[config.mk]
export PLATFORM = sky130hd
export DESIGN_NAME = frs_fast_restart
export DESIGN_NICKNAME = d
export VERILOG_FILES = /design/src/rtl/frs_pkg.sv /design/src/rtl/frs_wake_combine.sv /design/src/rtl/frs_sync.sv /design/src/rtl/frs_seq.sv /design/src/rtl/frs_fast_restart.sv
export SDC_FILE = /design/constraint.sdc
export NUM_CORES = 1
export LEC_CHECK = 0
export BUFFER_PORTS_ARGS = -buffer_cell sky130_fd_sc_hd__buf_2
export CAP_MARGIN = 20
export CORE_MARGIN = 10
export CORE_UTILIZATION = 34
export DETAILED_ROUTE_END_ITERATION = 8
export PLACE_DENSITY = 0.83
export SLEW_MARGIN = 20
export SYNTH_ARGS = -nofsm -noshare
export SYNTH_HDL_FRONTEND = slang
export SYNTH_SLANG_ARGS = --single-unit
[constraint.sdc]
create_clock -name clk -period 1.03 [get_ports clk]
set_input_delay 0.0515 -clock clk [delete_from_list [all_inputs] [get_ports clk]]
set_output_delay 0.0515 -clock clk [all_outputs]
set_load 0.005 [all_outputs]
[src/rtl/frs_pkg.sv]
package frs_pkg;
   typedef enum logic [2:0] {
      ST_RUN    = 3'd0,
      ST_IDLE   = 3'd1,
      ST_WAIT   = 3'd2,
      ST_OSC    = 3'd3,
      ST_SWITCH = 3'd4
   } frs_state_e;
endpackage

[src/rtl/frs_wake_combine.sv]
module frs_wake_combine #(
   parameter int NUM_WAKE = 16
) (
   input  logic [NUM_WAKE-1:0] wake_n,
   input  logic [NUM_WAKE-1:0] wake_en,
   output logic                fast_start
);
   logic [NUM_WAKE-1:0] hit;

   for (genvar g = 0; g < NUM_WAKE; g++) begin : g_line
      assign hit[g] = wake_en[g] & ~wake_n[g];
   end

   assign fast_start = |hit;
endmodule

[src/rtl/frs_sync.sv]
module frs_sync #(
   parameter int WIDTH  = 1,
   parameter int STAGES = 2
) (
   input  logic             clk,
   input  logic             rst_n,
   input  logic [WIDTH-1:0] din,
   output logic [WIDTH-1:0] dout
);
   logic [WIDTH-1:0] chain [STAGES];

   initial begin
      assert (STAGES >= 2) else $error("frs_sync: STAGES must be at least 2");
   end

   always_ff @(posedge clk or negedge rst_n) begin
      if (!rst_n) chain[0] <= '0;
      else        chain[0] <= din;
   end

   for (genvar s = 1; s < STAGES; s++) begin : g_stage
      always_ff @(posedge clk or negedge rst_n) begin
         if (!rst_n) chain[s] <= '0;
         else        chain[s] <= chain[s-1];
      end
   end

   assign dout = chain[STAGES-1];
endmodule

[src/rtl/frs_seq.sv]
module frs_seq
   import frs_pkg::*;
(
   input  logic clk,
   input  logic rst_n,
   input  logic trig_s,
   input  logic intr_s,
   input  logic wait_req,
   input  logic idle_req,
   input  logic osc_ready,
   output logic osc_en,
   output logic mck_sel_fast,
   output logic cpu_clk_en,
   output logic woke_fast
);
   frs_state_e state_q;
   logic osc_en_q, mck_fast_q, cpu_en_q, woke_q;

   always_ff @(posedge clk or negedge rst_n) begin
      if (!rst_n) begin
         state_q    <= ST_RUN;
         osc_en_q   <= 1'b1;
         mck_fast_q <= 1'b1;
         cpu_en_q   <= 1'b1;
         woke_q     <= 1'b0;
      end else begin
         unique case (state_q)
            ST_RUN: begin
               if (wait_req) begin
                  state_q    <= ST_WAIT;
                  osc_en_q   <= 1'b0;
                  mck_fast_q <= 1'b0;
                  cpu_en_q   <= 1'b0;
                  woke_q     <= 1'b0;
               end else if (idle_req) begin
                  state_q  <= ST_IDLE;
                  cpu_en_q <= 1'b0;
                  woke_q   <= 1'b0;
               end
            end
            ST_IDLE: begin
               if (intr_s) begin
                  state_q  <= ST_RUN;
                  cpu_en_q <= 1'b1;
               end
            end
            ST_WAIT: begin
               if (trig_s) begin
                  state_q  <= ST_OSC;
                  osc_en_q <= 1'b1;
                  woke_q   <= 1'b1;
               end
            end
            ST_OSC: begin
               if (osc_ready) begin
                  state_q    <= ST_SWITCH;
                  mck_fast_q <= 1'b1;
               end
            end
            ST_SWITCH: begin
               state_q  <= ST_RUN;
               cpu_en_q <= 1'b1;
            end
            default: state_q <= ST_RUN;
         endcase
      end
   end

   assign osc_en       = osc_en_q;
   assign mck_sel_fast = mck_fast_q;
   assign cpu_clk_en   = cpu_en_q;
   assign woke_fast    = woke_q;

   // oscillator restart only follows a synchronized trigger
   assert_osc_after_trig_R4: assert property (@(posedge clk) disable iff (!rst_n)
      $rose(osc_en_q) |-> $past(trig_s));

   // master clock moves to the fast RC only once it is running and ready
   assert_mck_after_ready_R5: assert property (@(posedge clk) disable iff (!rst_n)
      $rose(mck_fast_q) |-> ($past(osc_ready) && osc_en_q));

   // processor clock returns only after the switch or from idle
   assert_cpu_order_R6: assert property (@(posedge clk) disable iff (!rst_n)
      $rose(cpu_en_q) |-> (($past(state_q) == ST_SWITCH && mck_fast_q) ||
                           $past(state_q) == ST_IDLE));

   // processor clock is on throughout run
   assert_run_cpu_on_R10: assert property (@(posedge clk) disable iff (!rst_n)
      (state_q == ST_RUN) |-> cpu_en_q);

   // fast wake flag only sets on leaving wait
   assert_woke_from_wait_R7: assert property (@(posedge clk) disable iff (!rst_n)
      $rose(woke_q) |-> ($past(state_q) == ST_WAIT));
endmodule

[src/rtl/frs_fast_restart.sv]
module frs_fast_restart #(
   parameter int NUM_WAKE    = 16,
   parameter int SYNC_STAGES = 2
) (
   input  logic                clk,
   input  logic                rst_n,
   input  logic [NUM_WAKE-1:0] wake_n,
   input  logic [NUM_WAKE-1:0] wake_en,
   input  logic                wait_req,
   input  logic                idle_req,
   input  logic                irq,
   input  logic                fiq,
   input  logic                osc_ready,
   output logic                fast_start,
   output logic                osc_en,
   output logic                mck_sel_fast,
   output logic                cpu_clk_en,
   output logic                woke_fast
);
   localparam int SYNC_W = 2;

   initial begin
      assert (NUM_WAKE >= 1 && NUM_WAKE <= 64)
         else $error("frs_fast_restart: NUM_WAKE out of range");
      assert (SYNC_STAGES >= 2)
         else $error("frs_fast_restart: SYNC_STAGES must be at least 2");
   end

   logic [SYNC_W-1:0] sync_in, sync_out;

   frs_wake_combine #(.NUM_WAKE(NUM_WAKE)) u_combine (
      .wake_n     (wake_n),
      .wake_en    (wake_en),
      .fast_start (fast_start)
   );

   assign sync_in = {irq | fiq, fast_start};

   frs_sync #(.WIDTH(SYNC_W), .STAGES(SYNC_STAGES)) u_sync (
      .clk   (clk),
      .rst_n (rst_n),
      .din   (sync_in),
      .dout  (sync_out)
   );

   frs_seq u_seq (
      .clk          (clk),
      .rst_n        (rst_n),
      .trig_s       (sync_out[0]),
      .intr_s       (sync_out[1]),
      .wait_req     (wait_req),
      .idle_req     (idle_req),
      .osc_ready    (osc_ready),
      .osc_en       (osc_en),
      .mck_sel_fast (mck_sel_fast),
      .cpu_clk_en   (cpu_clk_en),
      .woke_fast    (woke_fast)
   );
endmodule

# --- Word-level counts from Yosys, hierarchy flattened ---
# Index checks and enable logic that the tools add are counted.
word_totals:
  regBits: 11
  latch_bits: 0
  ramBits: 0
  rom_bits: 0
  input_bits: 39
  output_inout_bits: 5
  memories: 0
op_classes:
  addsub: 0
  mul: 0
  n_div: 0
  order_cmp: 0
  n_eq_ne: 9
  n_shift: 0
  mux: 16
  bitwise: 33
  reduce_logical: 10
op_table:
  columns: ["operator", "count"]
  rows:
  - ["1-bit AND", 16]
  - ["1-bit NOT", 16]
  - ["16-bit OR reduction", 1]
  - ["3-bit two-way mux", 5]
  - ["3-bit one-hot mux with 4 select lines", 1]
  - ["3-bit AND reduction", 4]
  - ["2-bit inequality test, second input constant", 4]
  - ["3-bit by 2-bit equality test with 1-bit output, second input constant", 2]
  - ["1-bit two-way mux", 6]
  - ["1-bit one-hot mux with 2 select lines", 3]
  - ["4-bit AND reduction", 1]
  - ["2-bit nonzero test", 2]
  - ["3-bit by 1-bit equality test with 1-bit output, second input constant", 1]
  - ["3-bit equality test, second input constant", 1]
  - ["3-bit logical NOT", 1]
  - ["3-bit inequality test, second input constant", 1]
  - ["1-bit one-hot mux with 3 select lines", 1]
  - ["3-bit nonzero test", 1]
  - ["1-bit bitwise OR", 1]

# --- Depth between registers and ports, before layout ---
# Gate-level depths: netlist (run 1).
logic_depth:
  depth_word: 3
  depth_mapped: 4
  depth_no_buf: 3

# --- Hierarchy ---
# From an unflattened synthesis (run 1), not the netlist that was laid out.
unflattened:
  cells_unflattened: 64
  area_unflattened_um2: 658.1
modules_own_cells:
  columns: ["mod", "n_inst", "cells_per_inst", "area_per_inst_um2"]
  rows:
  - ["frs_seq", 1, 36, 357.8]
  - ["frs_wake_combine", 1, 21, 178.9]
  - ["frs_sync", 1, 6, 115.1]
  - ["frs_fast_restart", 1, 1, 6.3]

# --- Least setup slack after synthesis (run 1) ---
# Ideal clock, no wire load.
synth_path:
  kind: "register -> register"
  start: "register u_seq.state_q[0]"
  end: "register u_seq.mck_fast_q, in the netlist u_seq.mck_sel_fast"
  arrival_time_ns: 1.016
  required_time_ns: 0.951
  slack_ns: -0.064
  stages_incl_launch_ff: 5
  path_buffers: 1
  synth_period_minus_slack_ns: 1.094
  cell_sequence: "dfrtp_1 -> buf_6 -> or3b_1 -> a21oi_1 -> nor2_1"
synth_between:
  elab_chain_cells: 3
  elab_cells_between_ends: 7
  cone_classes: "3 x eq/ne; 1 x mux; 3 x reduce/logical"
synth_rtl:
  columns: ["item", "line_no", "source"]
  rows:
  - ["from (decl)", "frs_seq.sv:16", "frs_state_e state_q;"]
  - ["from (signal assigned)", "frs_seq.sv:21", "state_q <= ST_RUN;"]
  - ["from (signal assigned)", "frs_seq.sv:30", "state_q <= ST_WAIT;"]
  - ["from (signal assigned)", "frs_seq.sv:36", "state_q <= ST_IDLE;"]
  - ["3-bit by 2-bit equality test with 1-bit output / 3-bit logical NOT (equally long branches)", "frs_seq.sv:27", "unique case (state_q)"]
  - ["2-bit inequality test (no source line) / 2-bit nonzero test (equally long branches)", null, null]
  - ["3-bit AND reduction (no source line)", null, null]
  - ["to (signal assigned)", "frs_seq.sv:23", "mck_fast_q <= 1'b1;"]
  - ["to (signal assigned)", "frs_seq.sv:32", "mck_fast_q <= 1'b0;"]
  - ["to (signal assigned)", "frs_seq.sv:57", "mck_fast_q <= 1'b1;"]
  - ["to (decl)", "frs_seq.sv:17", "logic osc_en_q, mck_fast_q, cpu_en_q, woke_q;"]
# Parallel ways exist; a longest one is shown, timed or not.
# A chain may end at the register's enable or synchronous reset.

# --- Worst setup path in the final report (run 1) ---
layout_path:
  start: "register u_seq.state_q[2]"
  end: "register u_seq.state_q[0]"
layout_between:
  elab_chain_cells: 3
  elab_cells_between_ends: 10
  cone_classes: "7 x eq/ne; 1 x mux; 2 x reduce/logical"
layout_rtl:
  columns: ["item", "line_no"]
  rows:
  - ["3-bit by 1-bit equality test with 1-bit output, or another cell as far along", "frs_seq.sv:27"]
  - ["2-bit inequality test (no source line) / 3-bit inequality test (equally long branches)", null]
  - ["4-bit AND reduction (no source line)", null]
# Parallel ways exist; a longest one is shown, timed or not.

==> impl_metrics.env, run 1 <==
export IMPL_status="finished with violations"
export IMPL_violations="negative setup slack"
export IMPL_cts_buffers=3
export IMPL_rsz0062_at_grt="true"
export IMPL_n_fill_cell=142
export IMPL_holdPathStages=3
export IMPL_maxCapViolations=0
export IMPL_arrival_ns=1.31
export IMPL_core_sq_mm=0.00169
export IMPL_setup_viol=4
export IMPL_die_x_microns=61.9
export IMPL_rr_worst_depth=4
export IMPL_drt_iter0_drc=9
export IMPL_synth_nets=102
export IMPL_clock_skew_ns=0.00343
export IMPL_cts_sinks=11
export IMPL_setup_slack_ns=-0.0892
export IMPL_grt_pass1_vias=759
export IMPL_worstHoldPathType="primary input to register"
export IMPL_start_util_pct=35.3
export IMPL_antenna_found_initial=0
export IMPL_viasPerCell=4.90
export IMPL_io_pins=44
export IMPL_syn_to_final_growth_pct=65.0
export IMPL_clockBufferDepth=2
export IMPL_grt_pass1_wl_microns=3020
export IMPL_gp_congestion=0.932
export IMPL_totalWireLength_microns=1860
export IMPL_peakVddDrop_mv=0.921
export IMPL_max_freq_ghz=0.893
export IMPL_required_ns=1.22
export IMPL_drtAntennaViolNets=0
export IMPL_htree_levels=1
export IMPL_grt_max_degree=12
export IMPL_final_layout_size_suffix_gt1_share_pct=60.9
export IMPL_final_util_pct=58.3
export IMPL_ys_seq_elements=11
export IMPL_crit_type="register to register"
export IMPL_ys_warn_count=0
export IMPL_vias=647
export IMPL_drtPass1Iterations=4
export IMPL_syn_avg_cell_area_sq_um=9.47
export IMPL_ys_seq_area_share_pct=46.8
export IMPL_min_period_ns=1.12
export IMPL_slew_viol_final=0
export IMPL_clk_latency_ns=0.27
export IMPL_die_area_sq_mm=0.00383
export IMPL_tightestPinTransition_ns=0.276
export IMPL_hold_viol_final=0
export IMPL_wl_per_cell_microns=14.1
export IMPL_clkSlewWorstSetupHoldPaths_ns=0.07
export IMPL_cp_max_fo=5
export IMPL_die_y_microns=61.9
export IMPL_remaining_drc_errors=0
export IMPL_period_share_pct=109
export IMPL_globalRouteTotalUtil_pct=10.4
export IMPL_port_buffers=43
export IMPL_dpl_hpwl_microns=1490
export IMPL_end_kind="register"
export IMPL_power_density_mw_per_mm2=1890
export IMPL_p_leak_uw=0.000467
export IMPL_finalPower_uw=1860
export IMPL_cts_tree="built"
export IMPL_grt_remaining_overflow=0
export IMPL_n_antenna_cell=0
export IMPL_max_slew_margin_pct=81.6
export IMPL_cts_root_buf="clkbuf_4"
export IMPL_syn_cell_area_sq_um=597
export IMPL_fin_nets=155
export IMPL_worstSetupStartpointType="register"
export IMPL_yosysUniqueCellTypes=25
export IMPL_synthCells=63
export IMPL_rows=15
-- path summary, 6_finish.rpt --
check	start	end	slack [ns]
max reg2reg	u_seq.state_q[2]	u_seq.state_q[0]	-0.09
max	u_seq.state_q[2]	u_seq.state_q[0]	-0.09
min in group asynchronous	rst_n	u_seq.state_q[2]	0.17
min	wake_en[11]	u_sync.chain[2]	0.04
max in group asynchronous	rst_n	u_seq.osc_en	0.60
min reg2reg	u_sync.chain[3]	u_sync.dout[1]	0.35
-- repair_timing --
action,4_1_cts,5_1_grt
setup buffers,0,1
hold buffers,3,0
hold endpoints to repair,12,0
pin swaps,0,3
gates resized for setup,4,18
setup endpoints to repair,6,6
-- metal layers --
metal	global-route usage, %	wire length, microns
met5	0	0
met4	2.55	0
met3	10.8	353
met2	15.1	755
met1	10.1	754
-- layout make-up --
| type | count | area, sq um | share of cell area [%] |
|---|---|---|---|
| clock buffers | 3 | 22.5 | 2.29 |
| clock inverters | 1 | 5.00 | 0.508 |
| inverters | 5 | 18.8 | 1.91 |
| multi-input cells | 45 | 354 | 36.0 |
| flip-flops and latches | 11 | 282 | 28.6 |
| well taps | 17 | 21.3 | 2.16 |
| repair buffers | 50 | 282 | 28.6 |
-- power by group --
| group | switching, uW | leakage, uW | internal (uW) |
|---|---|---|---|
| sequential | 159 | 0.000115 | 613 |
| combinational | 334 | 0.000334 | 460 |
| clock | 153 | 0.0000177 | 144 |
| total | 646 | 0.000467 | 1220 |
-- worst max-delay path: stages (launching register included) --
cell,delay (ns)
dfrtp_2,0.45
buf_4,0.15
nor4b_2,0.28
a41oi_1,0.07
o21ai_1,0.10
-- Yosys cell counts (all sizes together) --
library cell   n  share of area [%]
or2            2                2.1
o31ai          1                1.3
a2111oi        4                5.9
nand4          1                1.0
nor4b          1                1.5
mux2           1                1.9
nor2           6                3.8
dfrtp          8                 34
nand2          2                1.3
o21ai          3                2.5
a21o           1                1.3
nor2b         12                 13
a22o           1                1.5
buf            2                2.7
a21oi          5                4.2
inv            5                3.1
a31oi          1                1.0
and2b          1                1.5
or3b           1                1.5
nor3b          1                1.3
a41oi          1                1.5
dfstp          3                 13
-- cells by family after synthesis --
group / Yosys count / synth area share [%]
compound gates: 17 / 19.1
buf+inv: 7 / 5.87
flops: 11 / 46.8
mux: 1 / 1.89
simple gates: 27 / 26.4
-- per-stage QoR --
step	instance area, sq um	std cells	setup TNS [ns]	hold slack, ns	setup WS (ns)
2_1_floorplan	597	63	-0.0942	-0.244	-0.0478
3_3_place_gp	840	124	-0.167	-0.0742	-0.0828
3_5_place_dp	840	124	-0.269	-0.0650	-0.0614
4_1_cts	906	131	-0.231	0.0282	-0.0632
5_1_grt	985	132	-0.518	0.0392	-0.138
6_report	985	132	-0.295	0.0379	-0.0892
-- registers in the layout, summed over array words and instances (netlist names) --
register	flops
u_seq.state_q	3
u_sync.dout	2
u_seq.woke_fast	1
u_sync.chain	2
u_seq.cpu_clk_en	1
u_seq.mck_sel_fast	1
u_seq.osc_en	1
-- placed cells by master, fill, tap and decap left out, types with 3 or more instances in the layout --
cell type,instances
buf_2,42
nor2b_1,10
dfrtp_1,6
inv_1,5
nor2_1,5
buf_4,4
a2111oi_2,3
a21oi_1,3
o21ai_1,3
clkbuf_4,3
dlygate4sd3_1,3
dfstp_2,3
No activity file was read; power rests on OpenSTA's default activity.
==> run 2: changes to the inputs <==
--- a/config.mk
+++ b/config.mk
@@ -10,6 +10,7 @@
 export CORE_MARGIN = 10
 export CORE_UTILIZATION = 34
 export DETAILED_ROUTE_END_ITERATION = 8
+export GPL_ROUTABILITY_DRIVEN = 1
 export PLACE_DENSITY = 0.83
 export SLEW_MARGIN = 20
 export SYNTH_ARGS = -nofsm -noshare
==> constraint.sdc (replaced) <==
create_clock -name clk -period 1.03 [get_ports clk]
set_input_delay 0.103 -clock clk [delete_from_list [all_inputs] [get_ports clk]]
set_output_delay 0.103 -clock clk [all_outputs]
set_load 0.005 [all_outputs]
==> run 2 against run 1 <==
- the flow still finishes with violations (negative setup slack)
- die area unchanged
- maximum frequency increased by 1.2%
- clock skew rose by 0.0020 ns
- critical path type unchanged
==> impl_metrics.env, run 2 (same netlist as run 1, synthesis figures left out) <==
export IMPL_htree_levels=1
export IMPL_cp_max_fo=5
export IMPL_worstSetupStartpointType="register"
export IMPL_vias=641
export IMPL_clk_latency_ns=0.27
export IMPL_grt_max_degree=12
export IMPL_grt_pass1_wl_microns=2960
export IMPL_period_share_pct=107
export IMPL_clockBufferDepth=2
export IMPL_setup_viol=5
export IMPL_cts_sinks=11
export IMPL_slew_viol_final=0
export IMPL_required_ns=1.23
export IMPL_totalWireLength_microns=1760
export IMPL_rows=15
export IMPL_remaining_drc_errors=0
export IMPL_clock_skew_ns=0.00548
export IMPL_largest_reg_flops=3
export IMPL_final_common_cell="buf_2"
export IMPL_cts_tree="built"
export IMPL_power_density_mw_per_mm2=1920
export IMPL_globalRouteMet3Util_pct=7.11
export IMPL_grtUsageMet2_pct=14.8
export IMPL_gp_congestion=0.883
export IMPL_setup_slack_ns=-0.0760
export IMPL_min_period_ns=1.11
export IMPL_hold_viol_final=0
export IMPL_whs_ns=0.0191
export IMPL_globalRouteTotalUtil_pct=10.2
export IMPL_dpl_hpwl_microns=1480
export IMPL_maxCapViolations=0
export IMPL_final_layout_size_suffix_gt1_share_pct=59.3
export IMPL_fin_nets=153
export IMPL_drtPass1Iterations=4
export IMPL_max_slew_margin_pct=81.8
export IMPL_wl_per_cell_microns=13.6
export IMPL_die_area_sq_mm=0.00383
export IMPL_cts_root_buf="clkbuf_4"
export IMPL_max_freq_ghz=0.904
export IMPL_start_util_pct=35.3
export IMPL_p_leak_uw=0.000451
export IMPL_tightestPinTransition_ns=0.272
export IMPL_die_y_microns=61.9
export IMPL_tns_ns=-0.234
export IMPL_worstHoldPathType="primary input to register"
export IMPL_die_x_microns=61.9
export IMPL_drt_iter0_drc=5
export IMPL_n_antenna_cell=0
export IMPL_grt_pass1_vias=745
export IMPL_grt_remaining_overflow=0
export IMPL_rsz0062_at_grt="true"
export IMPL_status="finished with violations"
export IMPL_cts_buffers=3
export IMPL_syn_to_final_growth_pct=58.7
export IMPL_port_buffers=43
export IMPL_drtAntennaViolNets=0
export IMPL_finalPower_uw=1820
export IMPL_n_fill_cell=152
export IMPL_end_kind="register"
export IMPL_place_ws_ns=-0.211
export IMPL_antenna_found_initial=0
export IMPL_final_util_pct=56.1
export IMPL_violations="negative setup slack"
export IMPL_final_cell_mix="buf_2, nor2b_1, dfrtp_1"
export IMPL_clkSlewWorstSetupHoldPaths_ns=0.08
export IMPL_io_pins=44
export IMPL_arrival_ns=1.31
export IMPL_crit_type="register to register"
export IMPL_viasPerCell=4.93
export IMPL_top_register="u_seq.state_q"
export IMPL_core_sq_mm=0.00169
export IMPL_peakVddDrop_mv=0.803
export IMPL_busiest_layer="met2"
export IMPL_grt_util_met1_pct=11.0
[run 2: changes by cell type in the layout (fill, tap and decap cells not counted), sizes merged]
cell | previous run | this run
dlygate4sd3 | 3 | 1
[run 2: power breakdown]
part | internal, uW | switching [uW] | leakage, uW | total (uW)
combinational | 447 | 324 | 0.000319 | 771
sequential | 611 | 139 | 0.000115 | 751
clock | 144 | 157 | 0.0000177 | 301
[run 2: path summary, 6_finish.rpt]
kind,slack [ns],startpoint,cells past startpoint,endpoint
max,-0.08,u_seq.state_q[2],3,u_seq.mck_sel_fast
min,0.02,irq,2,u_sync.chain[3]
max reg2reg,-0.08,u_seq.state_q[2],3,u_seq.mck_sel_fast
min reg2reg,0.36,u_sync.chain[3],0,u_sync.dout[1]
max in group asynchronous,0.54,rst_n,2,u_seq.osc_en
min in group asynchronous,0.22,rst_n,2,u_seq.state_q[1]
[run 2: final cells by class]
cell class | count | area [sq um] | area share (%)
Multi-Input combinational cell | 45 | 337 | 35.5
Sequential cell | 11 | 282 | 29.7
Timing Repair Buffer | 48 | 262 | 27.6
Clock buffer | 3 | 22.5 | 2.38
Tap cell | 17 | 21.3 | 2.25
Inverter | 5 | 18.8 | 1.98
Clock inverter | 1 | 5.00 | 0.528
[run 2: timing repair]
item	4_1_cts	5_1_grt
pin swaps	2	2
endpoints found under the setup margin	7	8
cloned	0	0
hold buffers	1	0
resized for setup	10	8
endpoints found under the hold margin	11	0
setup buffers	1	0
[run 2: layer usage]
| metal | wire [microns] | vias to the layer above |
|---|---|---|
| met4 | 12 | 0 |
| li1 | - | 321 |
| met1 | 800 | 276 |
| met5 | 0 | - |
| met2 | 667 | 42 |
| met3 | 283 | 2 |
[run 2: stage by stage]
step,cell area [sq um],instances
after floorplan,597,63
after global placement,840,124
after detailed placement,840,124
after CTS,925,130
after global routing,947,130
final,947,130
[run 2: worst max-delay path, stage by stage (launching register included)]
cell	delay [ns]
dfrtp_2	0.45
or3b_4	0.41
a21oi_1	0.13
nor2_1	0.05
==> run 3: changes to the inputs <==
--- a/config.mk
+++ b/config.mk
@@ -5,13 +5,14 @@
 export SDC_FILE = /design/constraint.sdc
 export NUM_CORES = 1
 export LEC_CHECK = 0
+export ABC_AREA = 1
 export BUFFER_PORTS_ARGS = -buffer_cell sky130_fd_sc_hd__buf_2
 export CAP_MARGIN = 20
 export CORE_MARGIN = 10
-export CORE_UTILIZATION = 34
+export CORE_UTILIZATION = 37
 export DETAILED_ROUTE_END_ITERATION = 8
 export GPL_ROUTABILITY_DRIVEN = 1
-export PLACE_DENSITY = 0.83
+export PLACE_DENSITY = 0.85
 export SLEW_MARGIN = 20
 export SYNTH_ARGS = -nofsm -noshare
 export SYNTH_HDL_FRONTEND = slang
==> run 3 against run 2 <==
- the flow still finishes with violations (negative setup slack)
- synthesized cell count up 67%
- first-iteration DRC count up 80%
- sequential share of layout area is 4.2 points lower
- clock power fell by 2%
- clock skew shrank 0.0029 ns
- die area grew 4.9%
- register-to-register slack gained 0.02 ns
==> impl_metrics.env, run 3 <==
export IMPL_clkSlewWorstSetupHoldPaths_ns=0.07
export IMPL_cts_root_buf="clkbuf_4"
export IMPL_dpl_hpwl_microns=1640
export IMPL_p_leak_uw=0.000645
export IMPL_crit_type="register to register"
export IMPL_switching_power_uw=960
export IMPL_drt_iter0_drc=9
export IMPL_cpPeakStageDelay_ns=0.46
export IMPL_period_share_pct=106
export IMPL_maxCapViolations=0
export IMPL_rsz0062_at_grt="true"
export IMPL_synth_enable_flop_cells=0
export IMPL_hold_viol_final=0
export IMPL_ys_seq_area_share_pct=40.0
export IMPL_syn_cell_area_sq_um=697
export IMPL_htree_levels=1
export IMPL_max_slew_margin_pct=82.9
export IMPL_synthCells=105
export IMPL_p_clk_share_pct=12.9
export IMPL_required_ns=1.20
export IMPL_status="finished with violations"
export IMPL_worstSetupStartpointType="register"
export IMPL_largest_reg_flops=3
export IMPL_yosys_area_top_type="dfrtp_1"
export IMPL_ys_warn_count=0
export IMPL_tightestPinTransition_ns=0.256
export IMPL_p_int_uw=1320
export IMPL_viasPerCell=4.45
export IMPL_cts_tree="built"
export IMPL_arrival_ns=1.26
export IMPL_ys_seq_elements=11
export IMPL_die_area_sq_mm=0.00402
export IMPL_slew_viol_final=0
export IMPL_peakVddDrop_mv=0.900
export IMPL_synth_flop_cell="dfrtp_1"
export IMPL_min_period_ns=1.09
export IMPL_synthArstFlopShare_pct=100
export IMPL_pwr_share_comb_pct=51.8
export IMPL_grt_pass1_wl_microns=3370
export IMPL_rows=15
export IMPL_setup_viol=7
export IMPL_cts_buffers=3
export IMPL_drtPass1Iterations=4
export IMPL_syn_to_final_growth_pct=58.7
export IMPL_yosysTopAreaCellShare_pct=28.7
export IMPL_core_sq_mm=0.00176
export IMPL_clk_latency_ns=0.27
export IMPL_yosysMostFrequentCell="nand2_1"
export IMPL_slowest_stage="dfrtp_2"
export IMPL_tns_ns=-0.249
export IMPL_vias=823
export IMPL_path_cells="nor2_4 -> nand2_2 -> nand2_2 -> inv_2 -> nand3_2 -> nand2_1"
export IMPL_die_x_microns=63.4
export IMPL_finalPower_uw=2280
export IMPL_drtAntennaViolNets=0
export IMPL_violations="negative setup slack"
export IMPL_p_seq_share_pct=35.3
export IMPL_crit_top_cell="nand2_2"
export IMPL_gp_congestion=0.898
export IMPL_syn_avg_cell_area_sq_um=6.64
export IMPL_cts_sinks=11
export IMPL_grt_max_degree=12
export IMPL_wl_per_cell_microns=11.3
export IMPL_max_freq_ghz=0.918
export IMPL_start_util_pct=39.5
export IMPL_fin_nets=200
export IMPL_grt_pass1_vias=893
export IMPL_antenna_found_initial=0
export IMPL_power_density_mw_per_mm2=2070
export IMPL_crit_path_start="u_seq.state_q[2]"
export IMPL_final_cell_mix="buf_2, nand2_1, inv_1"
export IMPL_globalRouteTotalUtil_pct=10.2
export IMPL_io_pins=44
export IMPL_swShare_pct=42.0
export IMPL_clock_skew_ns=0.00258
export IMPL_top_register="u_seq.state_q"
export IMPL_clockBufferDepth=2
export IMPL_final_layout_size_suffix_gt1_share_pct=50.0
export IMPL_grt_remaining_overflow=0
export IMPL_synthTopCellsByArea="dfrtp_1, nand2_1, inv_1"
export IMPL_remaining_drc_errors=0
export IMPL_crit_reg2reg_launch="u_seq.state_q[2]"
export IMPL_synth_nets=144
export IMPL_n_antenna_cell=0
export IMPL_final_common_cell="buf_2"
export IMPL_synthTopCellsByCount="nand2_1, inv_1, nor2_1"
export IMPL_end_kind="register"
export IMPL_die_y_microns=63.4
export IMPL_final_util_pct=62.7
export IMPL_cp_max_fo=5
export IMPL_yosysUniqueCellTypes=19
export IMPL_port_buffers=43
export IMPL_totalWireLength_microns=2080
export IMPL_setup_slack_ns=-0.0594
export IMPL_worstHoldPathType="primary input to register"
export IMPL_min_from="fiq"
run 3: what timing repair did:
item	4_1_cts	5_1_grt
endpoints found under the hold margin	11	1
resized for setup	7	12
pin swaps	2	4
setup buffers	2	2
hold buffers	1	1
endpoints found under the setup margin	8	10
run 3: critical path: cells and delay by family (launching register included):
family / cells / cell delay (ns)
buffers and inverters: 1 / 0.04
DFF: 1 / 0.46
and+or+nand+nor: 5 / 0.49
run 3: kinds of logic (layout without fill, tap and decap cells):
group,Yosys count,count (layout),synth area share (%)
and+or+nand+nor,60,60,39.5
DFF,11,11,40.0
buffers and inverters,26,81,14.0
AOI/OAI and AO/OA,8,8,6.46
run 3: final cells by class:
class	instances	area [sq um]
flip-flops and latches	11	283
fillers	161	658
well taps	25	31.3
repair buffers	51	299
clock inverters	1	5.00
inverters	26	97.6
multi-input cells	68	368
clock buffers	3	22.5
run 3: path summary, 6_finish.rpt:
kind | endpoint | slack [ns] | depth (start not counted)
min in group asynchronous | u_seq.state_q[2] | 0.23 | 2
worst min register to register | u_sync.dout[1] | 0.35 | 0
worst max-delay path | u_seq.state_q[0] | -0.06 | 6
worst min-delay path | u_sync.chain[3] | 0.02 | 2
max in group asynchronous | u_seq.cpu_clk_en | 0.54 | 2
worst max register to register | u_seq.state_q[0] | -0.06 | 6
run 3: power by group through the flow:
stage | logic [uW] | clock network, uW | registers [uW]
4_1_cts | 989 | 304 | 766
2_1_floorplan | 585 | 0 | 742
6_report | 1180 | 295 | 806
3_5_place_dp | 902 | 0 | 751
3_3_place_gp | 876 | 0 | 741
5_1_grt | 1330 | 334 | 818
run 3: metrics by stage:
step / hold WS [ns] / cell area [sq um] / setup slack [ns] / instances
global placement: -0.0201 / 958 / -0.0305 / 175
detailed placement: -0.0135 / 958 / -0.0835 / 175
CTS: 0.00809 / 1030 / -0.0329 / 182
floorplan: -0.193 / 697 / 0.0111 / 105
global route: 0.0111 / 1110 / -0.122 / 185
finish: 0.0168 / 1110 / -0.0594 / 185
run 3: routing by layer:
layer	track usage (%)	up-vias	part of all wire, %
met1	9.45	345	41
met2	16.0	47	43
met4	5.19	0	1.4
li1	-	427	-
met3	8.13	4	14
met5	0	-	0
